## src/rtl/deint_pkg.sv

```systemverilog
package deint_pkg;

    localparam int SAMPLE_W    = 11;
    localparam int BLOCK_WORDS = 64;
    localparam int IL_STRIDE   = 23;
    localparam int IL_OFFSET   = 5;

    typedef enum logic {
        CH_A = 1'b0,
        CH_B = 1'b1
    } chan_e;

    // Read-order permutation; stride must be coprime with depth.
    function automatic int unsigned il_addr(
        input int unsigned idx,
        input int unsigned depth,
        input int unsigned stride,
        input int unsigned offset
    );
        return (idx * stride + offset) % depth;
    endfunction

endpackage

```

## src/rtl/deint_wr_ctrl.sv

```systemverilog
module deint_wr_ctrl
    import deint_pkg::*;
#(
    parameter  int WORD_W = SAMPLE_W,
    parameter  int DEPTH  = BLOCK_WORDS,
    localparam int AW     = $clog2(DEPTH),
    localparam int PW     = $clog2(WORD_W)
) (
    input  logic          clk,
    input  logic          rst,
    input  logic          bit_valid,
    input  logic          bit_in,
    input  logic          blk_start,
    output logic          wr_en,
    output logic          wr_bank_sel,
    output logic [AW-1:0] wr_word,
    output logic [PW-1:0] wr_pos,
    output logic          wr_val,
    output logic          cur_bank,
    output logic          swap
);
    localparam int BITS = WORD_W * DEPTH;
    localparam int CW   = $clog2(BITS + 1);

    logic [CW-1:0] cnt;
    logic [CW-1:0] idx;
    logic          full;

    assign full = (cnt == CW'(BITS));
    assign swap = blk_start && full;

    always_comb begin
        idx         = blk_start ? '0 : cnt;
        wr_en       = bit_valid && (blk_start || !full);
        wr_bank_sel = swap ? ~cur_bank : cur_bank;
        wr_word     = AW'(idx % CW'(DEPTH));
        wr_pos      = PW'(idx / CW'(DEPTH));
        wr_val      = bit_in;
    end

    always_ff @(posedge clk) begin
        if (rst) begin
            cnt      <= '0;
            cur_bank <= 1'b0;
        end else if (blk_start) begin
            if (full) begin
                cur_bank <= ~cur_bank;
            end
            cnt <= bit_valid ? CW'(1) : '0;
        end else if (bit_valid && !full) begin
            cnt <= cnt + CW'(1);
        end
    end


    cnt_bound_chk: assert property (@(posedge clk) disable iff (rst)
        cnt <= CW'(BITS));


    no_count_past_full_chk: assert property (@(posedge clk) disable iff (rst)
        (full && !blk_start) |=> full);


    partial_keeps_bank_chk: assert property (@(posedge clk) disable iff (rst)
        (blk_start && !full) |=> $stable(cur_bank));

endmodule

```

## src/rtl/deint_bank_store.sv

```systemverilog
module deint_bank_store
    import deint_pkg::*;
#(
    parameter  int WORD_W = SAMPLE_W,
    parameter  int DEPTH  = BLOCK_WORDS,
    localparam int AW     = $clog2(DEPTH),
    localparam int PW     = $clog2(WORD_W)
) (
    input  logic              clk,
    input  logic              wr_en,
    input  logic              wr_bank_sel,
    input  logic [AW-1:0]     wr_word,
    input  logic [PW-1:0]     wr_pos,
    input  logic              wr_val,
    input  logic              rd_bank,
    input  logic [AW-1:0]     rd_addr,
    output logic [WORD_W-1:0] rd_data
);
    logic [WORD_W-1:0] bank_rd [2];

    for (genvar g = 0; g < 2; g++) begin : g_bank
        logic [WORD_W-1:0] mem [DEPTH];

        always_ff @(posedge clk) begin
            if (wr_en && (wr_bank_sel == 1'(g))) begin
                mem[wr_word][wr_pos] <= wr_val;
            end
        end

        assign bank_rd[g] = mem[rd_addr];
    end

    assign rd_data = bank_rd[rd_bank];


    pos_in_range_chk: assert property (@(posedge clk)
        wr_en |-> (int'(wr_pos) < WORD_W));

endmodule

```

## src/rtl/deint_rd_seq.sv

```systemverilog
module deint_rd_seq
    import deint_pkg::*;
#(
    parameter  int DEPTH  = BLOCK_WORDS,
    parameter  int STRIDE = IL_STRIDE,
    parameter  int OFFSET = IL_OFFSET,
    localparam int AW     = $clog2(DEPTH)
) (
    input  logic          clk,
    input  logic          rst,
    input  logic          swap,
    input  logic          filled_bank,
    input  logic          rd_en,
    output logic          rd_bank,
    output logic [AW-1:0] rd_addr,
    output logic          fire,
    output chan_e         chan
);
    logic [AW-1:0] tbl [DEPTH];
    logic [AW-1:0] idx;
    logic          active;

    for (genvar i = 0; i < DEPTH; i++) begin : g_tbl
        assign tbl[i] = AW'(il_addr(i, DEPTH, STRIDE, OFFSET));
    end

    assign rd_addr = tbl[idx];
    assign fire    = rd_en && active;
    assign chan    = chan_e'(idx[0]);

    always_ff @(posedge clk) begin
        if (rst) begin
            active  <= 1'b0;
            idx     <= '0;
            rd_bank <= 1'b1;
        end else if (swap) begin
            active  <= 1'b1;
            idx     <= '0;
            rd_bank <= filled_bank;
        end else if (fire) begin
            idx <= idx + AW'(1);
            if (idx == AW'(DEPTH - 1)) begin
                active <= 1'b0;
            end
        end
    end


    drain_only_by_read_chk: assert property (@(posedge clk) disable iff (rst)
        $fell(active) |-> $past(rd_en));


    restart_on_swap_chk: assert property (@(posedge clk) disable iff (rst)
        swap |=> (active && idx == '0));

endmodule

```

## src/rtl/deint_pingpong.sv

```systemverilog
module deint_pingpong
    import deint_pkg::*;
#(
    parameter  int WORD_W = SAMPLE_W,
    parameter  int DEPTH  = BLOCK_WORDS,
    parameter  int STRIDE = IL_STRIDE,
    parameter  int OFFSET = IL_OFFSET,
    localparam int AW     = $clog2(DEPTH),
    localparam int PW     = $clog2(WORD_W)
) (
    input  logic              clk,
    input  logic              rst,
    input  logic              bit_valid,
    input  logic              bit_in,
    input  logic              blk_start,
    input  logic              rd_en,
    output logic [WORD_W-1:0] word_out,
    output logic              word_valid,
    output logic              chan_b,
    output logic              blk_ready
);
    logic              wr_en, wr_bank_sel, wr_val, cur_bank, swap;
    logic [AW-1:0]     wr_word, rd_addr;
    logic [PW-1:0]     wr_pos;
    logic              rd_bank, fire;
    logic [WORD_W-1:0] rd_data;
    chan_e             chan;

    deint_wr_ctrl #(.WORD_W(WORD_W), .DEPTH(DEPTH)) u_wr (
        .clk(clk), .rst(rst), .bit_valid(bit_valid), .bit_in(bit_in),
        .blk_start(blk_start), .wr_en(wr_en), .wr_bank_sel(wr_bank_sel),
        .wr_word(wr_word), .wr_pos(wr_pos), .wr_val(wr_val),
        .cur_bank(cur_bank), .swap(swap)
    );

    deint_bank_store #(.WORD_W(WORD_W), .DEPTH(DEPTH)) u_store (
        .clk(clk), .wr_en(wr_en), .wr_bank_sel(wr_bank_sel),
        .wr_word(wr_word), .wr_pos(wr_pos), .wr_val(wr_val),
        .rd_bank(rd_bank), .rd_addr(rd_addr), .rd_data(rd_data)
    );

    deint_rd_seq #(.DEPTH(DEPTH), .STRIDE(STRIDE), .OFFSET(OFFSET)) u_rd (
        .clk(clk), .rst(rst), .swap(swap), .filled_bank(cur_bank),
        .rd_en(rd_en), .rd_bank(rd_bank), .rd_addr(rd_addr),
        .fire(fire), .chan(chan)
    );

    always_ff @(posedge clk) begin
        if (rst) begin
            word_out   <= '0;
            word_valid <= 1'b0;
            chan_b     <= 1'b0;
            blk_ready  <= 1'b0;
        end else begin
            word_valid <= fire;
            blk_ready  <= swap;
            if (fire) begin
                word_out <= rd_data;
                chan_b   <= (chan == CH_B);
            end
        end
    end


    banks_disjoint_chk: assert property (@(posedge clk) disable iff (rst)
        rd_bank != cur_bank);


    ready_single_chk: assert property (@(posedge clk) disable iff (rst)
        blk_ready |=> !blk_ready);


    word_needs_request_chk: assert property (@(posedge clk) disable iff (rst)
        word_valid |-> $past(rd_en));


    chan_alternates_chk: assert property (@(posedge clk) disable iff (rst)
        (fire && $past(fire) && !$past(swap)) |=> (chan_b != $past(chan_b)));

endmodule

```

## config.mk

```make
export PLATFORM = sky130hd
export DESIGN_NAME = deint_pingpong
export DESIGN_NICKNAME = d
export VERILOG_FILES = /design/src/rtl/deint_pkg.sv /design/src/rtl/deint_wr_ctrl.sv /design/src/rtl/deint_bank_store.sv /design/src/rtl/deint_rd_seq.sv /design/src/rtl/deint_pingpong.sv
export SDC_FILE = /design/constraint.sdc
export NUM_CORES = 2
export LEC_CHECK = 0
export ABC_CLOCK_PERIOD_IN_PS = 10800
export CAP_MARGIN = 20
export CORE_ASPECT_RATIO = 1.4
export CORE_MARGIN = 2
export CORE_UTILIZATION = 65
export DETAILED_ROUTE_END_ITERATION = 8
export DONT_BUFFER_PORTS = 1
export HOLD_SLACK_MARGIN = 0.12
export PLACE_DENSITY = 0.87
export SYNTH_ARGS = -nofsm -noshare
export SYNTH_HDL_FRONTEND = slang
export SYNTH_SLANG_ARGS = --single-unit
```

## constraint.sdc

```tcl
create_clock -name clk -period 10.8 [get_ports clk]
set_clock_uncertainty 0.05 [all_clocks]
set_input_delay 0.54 -clock clk [delete_from_list [all_inputs] [get_ports clk]]
set_output_delay 0.54 -clock clk [all_outputs]
set_load 0.02 [all_outputs]
```

Yosys cells after proc, flatten, opt, wreduce, memory -nomap -nowiden
Memory sizes are Yosys's and may differ from the RTL's.
Index checks and enable logic that the tools add are counted.
{"block": "word_totals", "ff_bits": 33, "ram_bits": 1408, "rom_bits": 384, "out_inout_bits": 14, "elab_cells": 58, "n_memories": 3}
{"name": "u_store.g_bank[0].mem", "depth": 64, "width": 11, "read_ports": 1, "rd_clocked_by_memory_dff": 0, "wr": 1, "line": "deint_bank_store.sv:22", "rtl": "logic [WORD_W-1:0] mem [DEPTH];"}
{"name": "u_store.g_bank[1].mem", "depth": 64, "width": 11, "read_ports": 1, "rd_clocked_by_memory_dff": 0, "wr": 1, "line": "deint_bank_store.sv:22"}
{"name": "(no name shown)", "depth": 64, "width": 6, "read_ports": 1, "rd_clocked_by_memory_dff": 0, "wr": 0, "line": "deint_rd_seq.sv:27", "rtl": "assign rd_addr = tbl[idx];"}
{"block": "op_classes", "n_addsub": 2, "n_lt_le_gt_ge": 4, "n_eq_ne": 2, "n_mux": 19, "bitwise_logic": 4, "reduce_logical": 15}
{"operator": "11-bit 2-to-1 mux", "n": 5}
{"operator": "10-bit 2-to-1 mux", "n": 3}
{"operator": "6-bit 2-to-1 mux", "n": 2}
{"operator": "10-bit by 1-bit adder with 10-bit output (second input constant)", "n": 1}
{"operator": "10-bit == test (second input constant)", "n": 1}
{"operator": "1-bit 2-to-1 mux", "n": 8}
{"operator": "7-bit >= comparator (second input constant)", "n": 1}
{"operator": "1-bit logical AND", "n": 7}
{"operator": "6-bit NOT with 7-bit output", "n": 1}
{"operator": "6-bit by 1-bit adder with 6-bit output (second input constant)", "n": 1}
{"operator": "6-bit == test (second input constant)", "n": 1}
{"operator": "2-bit nonzero test", "n": 3}
{"operator": "4-bit by 5-bit < comparator with 1-bit output (second input constant)", "n": 1}
{"operator": "1-bit demux with 4-bit select", "n": 1}
{"operator": "4-bit by 1-bit >= comparator with 1-bit output (second input constant)", "n": 1}
{"operator": "2-bit AND reduction", "n": 2}
{"operator": "2-bit >= comparator (second input constant)", "n": 1}
{"operator": "1-bit NOT", "n": 2}
{"operator": "1-bit NOT with 2-bit output", "n": 1}
{"operator": "2-bit OR reduction", "n": 1}
{"operator": "1-bit logical NOT", "n": 1}
{"operator": "1-bit logical OR", "n": 1}

Depth between registers and ports, before layout
An unclocked memory read counts as a cell.
{"block": "depth", "ltp_word": 8, "ltp_mapped": 17, "depth_no_buf": 11}

Hierarchy
Synthesis repeated with hierarchy kept, for this count alone.
{"block": "hier_totals", "cells_unflattened": 3994, "area_unflattened_um2": 61968.2}
{"mod": "deint_bank_store", "n_inst": 1, "cells_per_inst": 3785, "area_each_um2": 60086.4, "seq_area_each_um2": 42280.6}
{"mod": "deint_wr_ctrl", "n_inst": 1, "cells_per_inst": 88, "area_each_um2": 714.4, "seq_area_each_um2": 220.2}
{"mod": "deint_rd_seq", "n_inst": 1, "cells_per_inst": 78, "area_each_um2": 673.1, "seq_area_each_um2": 160.2}
{"mod": "deint_pingpong", "n_inst": 1, "cells_per_inst": 43, "area_each_um2": 494.2, "seq_area_each_um2": 280.3}

Worst setup path before layout
OpenSTA, ideal clock, no wires.
{"block": "synth_path", "kind": "register to register", "startpoint": "register u_rd.idx[1]", "endpoint": "register word_out[0]", "setup_time_ps": 131, "arrival_time_ps": 3347, "path_slack_ps": 7272, "stages_incl_launch_ff": 14, "cell_sequence": "dfxtp_1 > clkinv_1 > ha_1 > or2_2 > a2111oi_4 > a21o_1 > buf_4 > buf_2 > mux4_2 > and2_1 > a2111oi_0 > a311oi_1 > a211oi_1 > a221oi_2"}
{"block": "synth_via", "elab_chain_cells": 8, "word_cells_on_any_way": 9, "classes_between": "mux: 5; bitwise: 1; memory: 3"}
{"item": "start, declared", "line": "deint_rd_seq.sv:20", "rtl": "logic [AW-1:0] idx;"}
{"item": "start signal, assigned", "line": "deint_rd_seq.sv:41", "rtl": "idx <= idx + AW'(1);"}
{"item": "6-bit NOT with 7-bit output (not written as such) (*)", "line": "deint_rd_seq.sv:27"}
{"item": "memory 64 x 6 bit (*)"}
{"item": "6-bit 2-to-1 mux (not written as such) (*) (2 in series)", "line": "deint_rd_seq.sv:27"}
{"item": "memory 64 x 11 bit"}
{"item": "11-bit 2-to-1 mux (not written as such) (*) (3 in series)", "line": "deint_bank_store.sv:33", "rtl": "assign rd_data = bank_rd[rd_bank];"}
{"item": "end signal, assigned", "line": "deint_pingpong.sv:58", "rtl": "word_out <= rd_data;"}
{"item": "end, declared", "line": "deint_pingpong.sv:17", "rtl": "output logic [WORD_W-1:0] word_out,"}
Mark *: on every way between the ends. The rest lies on a longest branch, timed or not. The select of a mux whose other input is x is not followed.
A chain may end at the register's enable or synchronous reset.

Final worst setup path
{"block": "layout_path", "startpoint": "register u_rd.idx[1]", "endpoint": "register word_out[4]"}
The elaborated chain is that of the path after synthesis.

==> results.toml <==
[hold_path]
holdCritStartpoint = "rd_en"
min_path_type = "in2reg"
holdPathEnd = "u_rd.idx[1]$_SDFFE_PP0P_"
whs_path_depth = 3

[logic_synthesis]
synth_ff_type = "edfxtp_1"
syn_nets = 4960
avgSynthCellArea_um2 = 12.8
ys_top_cells_by_area = "edfxtp_1 67%, nor2_1 8.8%, mux4_2 7.2%"
synth_top_area_share_pct = 66.9
synth-async-reset-ratio_pct = 0
synthCells = 4946
seq_area_frac_synth_pct = 68.0
ys_ff_latch = 1441
ys_types = 68
synth_area_leader_cell = "edfxtp_1"
synth_edf_count = 1408
synth_area_mm2 = 0.0632
synth_warnings = 0

[clocking]
cts_buffers = 130
clk_pin_slew_worst_paths_ns = 0.07
cts_tree = "done"
root_buffer = "clkbuf_16"
clockBufferDepth = 3
clk_latency_ns = 0.79
ctsResizeCount = 0
cts_sinks = 1441
htreeDepth = 4

[sta]
finalSetupViolCount = 0
fmax_mhz = 162
worst_pin_slew_ns = 1.44
fin_crit_sh_pct = 57.2
setup_tns_ns = 0
maxSlewViolCount = 0
grt_setup_unrepaired = "no"
relSlewSlack_pct = 4.16
period_minus_slack_ns = 6.18
hold_viol = 0

[global_route]
grt_antenna_before_repair = 4
grt_pass1_wl_mm = 258
grt_max_degree = 1409
grt_pass1_vias = 42400
grt_overflow_total = 0
grt_usage_pct = 35.6

[placement]
place_inst = 5905
port_buffers = 0
hpwl_mm = 93.4
gp_congestion = 0.906

[die]
start_util_pct = 65.4
coreArea_mm2 = 0.0966
die_h_um = 373
die_x_um = 267
io_pins = 20
die-area_mm2 = 0.0997
row_count = 135

[detailed_routing]
dr.first_iter.drc_count = 8064
drc = 0
vias_per_cell = 6.99
vias = 43033
drt_pre_antenna_iters = 7
wl_per_cell_um = 29.1
wl_mm = 179
ant_nets = 0

[layout]
area_growth_pct = 8.57
final_cells = 6156
drive_gt1_share_pct = 13.0
n_antenna_cell = 0
fin_nets = 4767
layout_commonest_cell = "nor2_1"
final_cell_mix = "1,481 x nor2_1, 1,408 x edfxtp_1, 485 x nand2_1"

[setup_path]
r2r_slack_ns = 4.62
start_kind = "flip-flop"
critPathLaunch = "u_rd.idx[1]$_SDFFE_PP0P_"
worstSetupPathType = "reg2reg"
r2r-start = "u_rd.idx[1]$_SDFFE_PP0P_"
worstSetupEndpointType = "flip-flop"
timing.rr.end = "word_out[4]$_SDFFE_PP0P_"
r2r_cells = 14
arrival_ns = 6.73
cp_max_fo = 101
cp_data_required_time_ns = 11.35

[pwr]
power.density_mw_per_mm2 = 160
p_total_mw = 11.0
vdd_drop_max_v = 0.000172
leakagePower_nw = 19.8

[outcome]
status = "completed"

[run]
drv_cap = 0
==> cell type report <==
type / count / area, um2
Clock buffer: 167 / 3510
Clock inverter: 67 / 815
Fill cell: 5566 / 28000
Inverter: 12 / 45.0
Multi-Input combinational cell: 3032 / 18400
Sequential cell: 1441 / 42900
Tap cell: 1301 / 1630
Timing Repair Buffer: 136 / 1280
==> power by group <==
group / internal (mW) / total [mW] / switching (mW)
sequential: 6.13 / 6.13 / 0.000849
clock: 2.74 / 4.78 / 2.04
combinational: 0.00957 / 0.0953 / 0.0857
==> metal layers <==
layer	share of wire, %	track usage, %	up-vias
met5	0.013	0	-
met4	9.6	28.9	4
met3	14	9.92	1002
met2	47	55.1	3933
met1	29	41.6	20671
li1	-	-	17423
==> synth_stat cells, types with 5 or more instances <==
cell	number
o32ai_1	20
edfxtp_1	1408
and2_1	16
o21ai_1	5
nor3_1	46
o21ai_0	9
inv_1	10
nor2_1	1483
nand2_1	500
clkbuf_1	384
ha_1	8
buf_8	6
a311oi_1	11
a21oi_1	126
xor2_1	8
dfxtp_1	33
a22oi_1	22
nand2b_1	17
nand4_1	23
o211ai_1	14
or2_2	14
o22ai_1	41
o221ai_1	30
buf_1	16
nand3_1	104
o41ai_1	10
and3_1	13
mux4_2	203
a31oi_1	31
a2111oi_0	35
buf_6	10
xnor2_1	7
nor2b_1	5
buf_2	24
mux2i_1	92
buf_4	19
a211oi_1	25
mux2_2	45
a221oi_2	9
a221oi_1	21
==> worst max-delay path, cell delays in order (launching register included) <==
cell,delay (ns)
dfxtp_4,0.65
clkinv_1,0.42
ha_1,0.36
or2_2,0.31
a2111oi_4,0.19
buf_4,0.29
a21o_4,0.35
buf_12,0.57
buf_12,0.64
mux4_2,0.60
and2_1,0.19
a2111oi_0,0.55
a311oi_1,0.24
a211oi_1,0.37
a221oi_2,0.06
==> worst max-delay path by stage <==
stage,endpoint,cells after the start
global route,word_out[10]$_SDFFE_PP0P_,14
CTS,word_out[4]$_SDFFE_PP0P_,14
floorplan,word_out[0]$_SDFFE_PP0P_,13
detailed placement,word_out[4]$_SDFFE_PP0P_,14
finish,word_out[4]$_SDFFE_PP0P_,14
global placement,word_out[7]$_SDFFE_PP0P_,14
==> stage by stage <==
stage | hold WS, ns | area (um2) | util [%] | setup slack, ns
6_report | 0.171 | 68600 | 71.0 | 4.62
5_1_grt | 0.163 | 68600 | 71.0 | 4.50
4_1_cts | 0.125 | 68400 | 70.8 | 4.78
3_5_place_dp | 0.438 | 64000 | 66.2 | 4.92
3_3_place_gp | 0.422 | 63900 | 66.1 | 5.11
2_1_floorplan | 0.413 | 63200 | - | 7.27
==> cell families (layout without fill, tap and decap cells) <==
kind of cell / after synthesis / count (layout) / share of synthesized area (%)
compound gates: 426 / 426 / 4.79
xor+xnor: 15 / 15 / 0.208
fa+ha+maj: 8 / 8 / 0.158
buf+inv: 473 / 382 / 3.25
flops: 1441 / 1441 / 68.0
mux: 341 / 341 / 9.52
simple gates: 2242 / 2242 / 14.1
==> flip-flops by register name, summed over array words and instances, names as in the netlist <==
name                count
blk_ready               1
word_out               11
u_wr.cnt               10
u_rd.active             1
u_rd.rd_bank            1
word_valid              1
chan_b                  1
u_wr.cur_bank           1
u_rd.idx                6
u_store.g_bank.mem   1408
==> timing repair <==
item	CTS	global route
endpoints found under the hold margin	23	35
hold buffers	6	1
setup buffers	0	0
(Power assumes the default switching activity.)
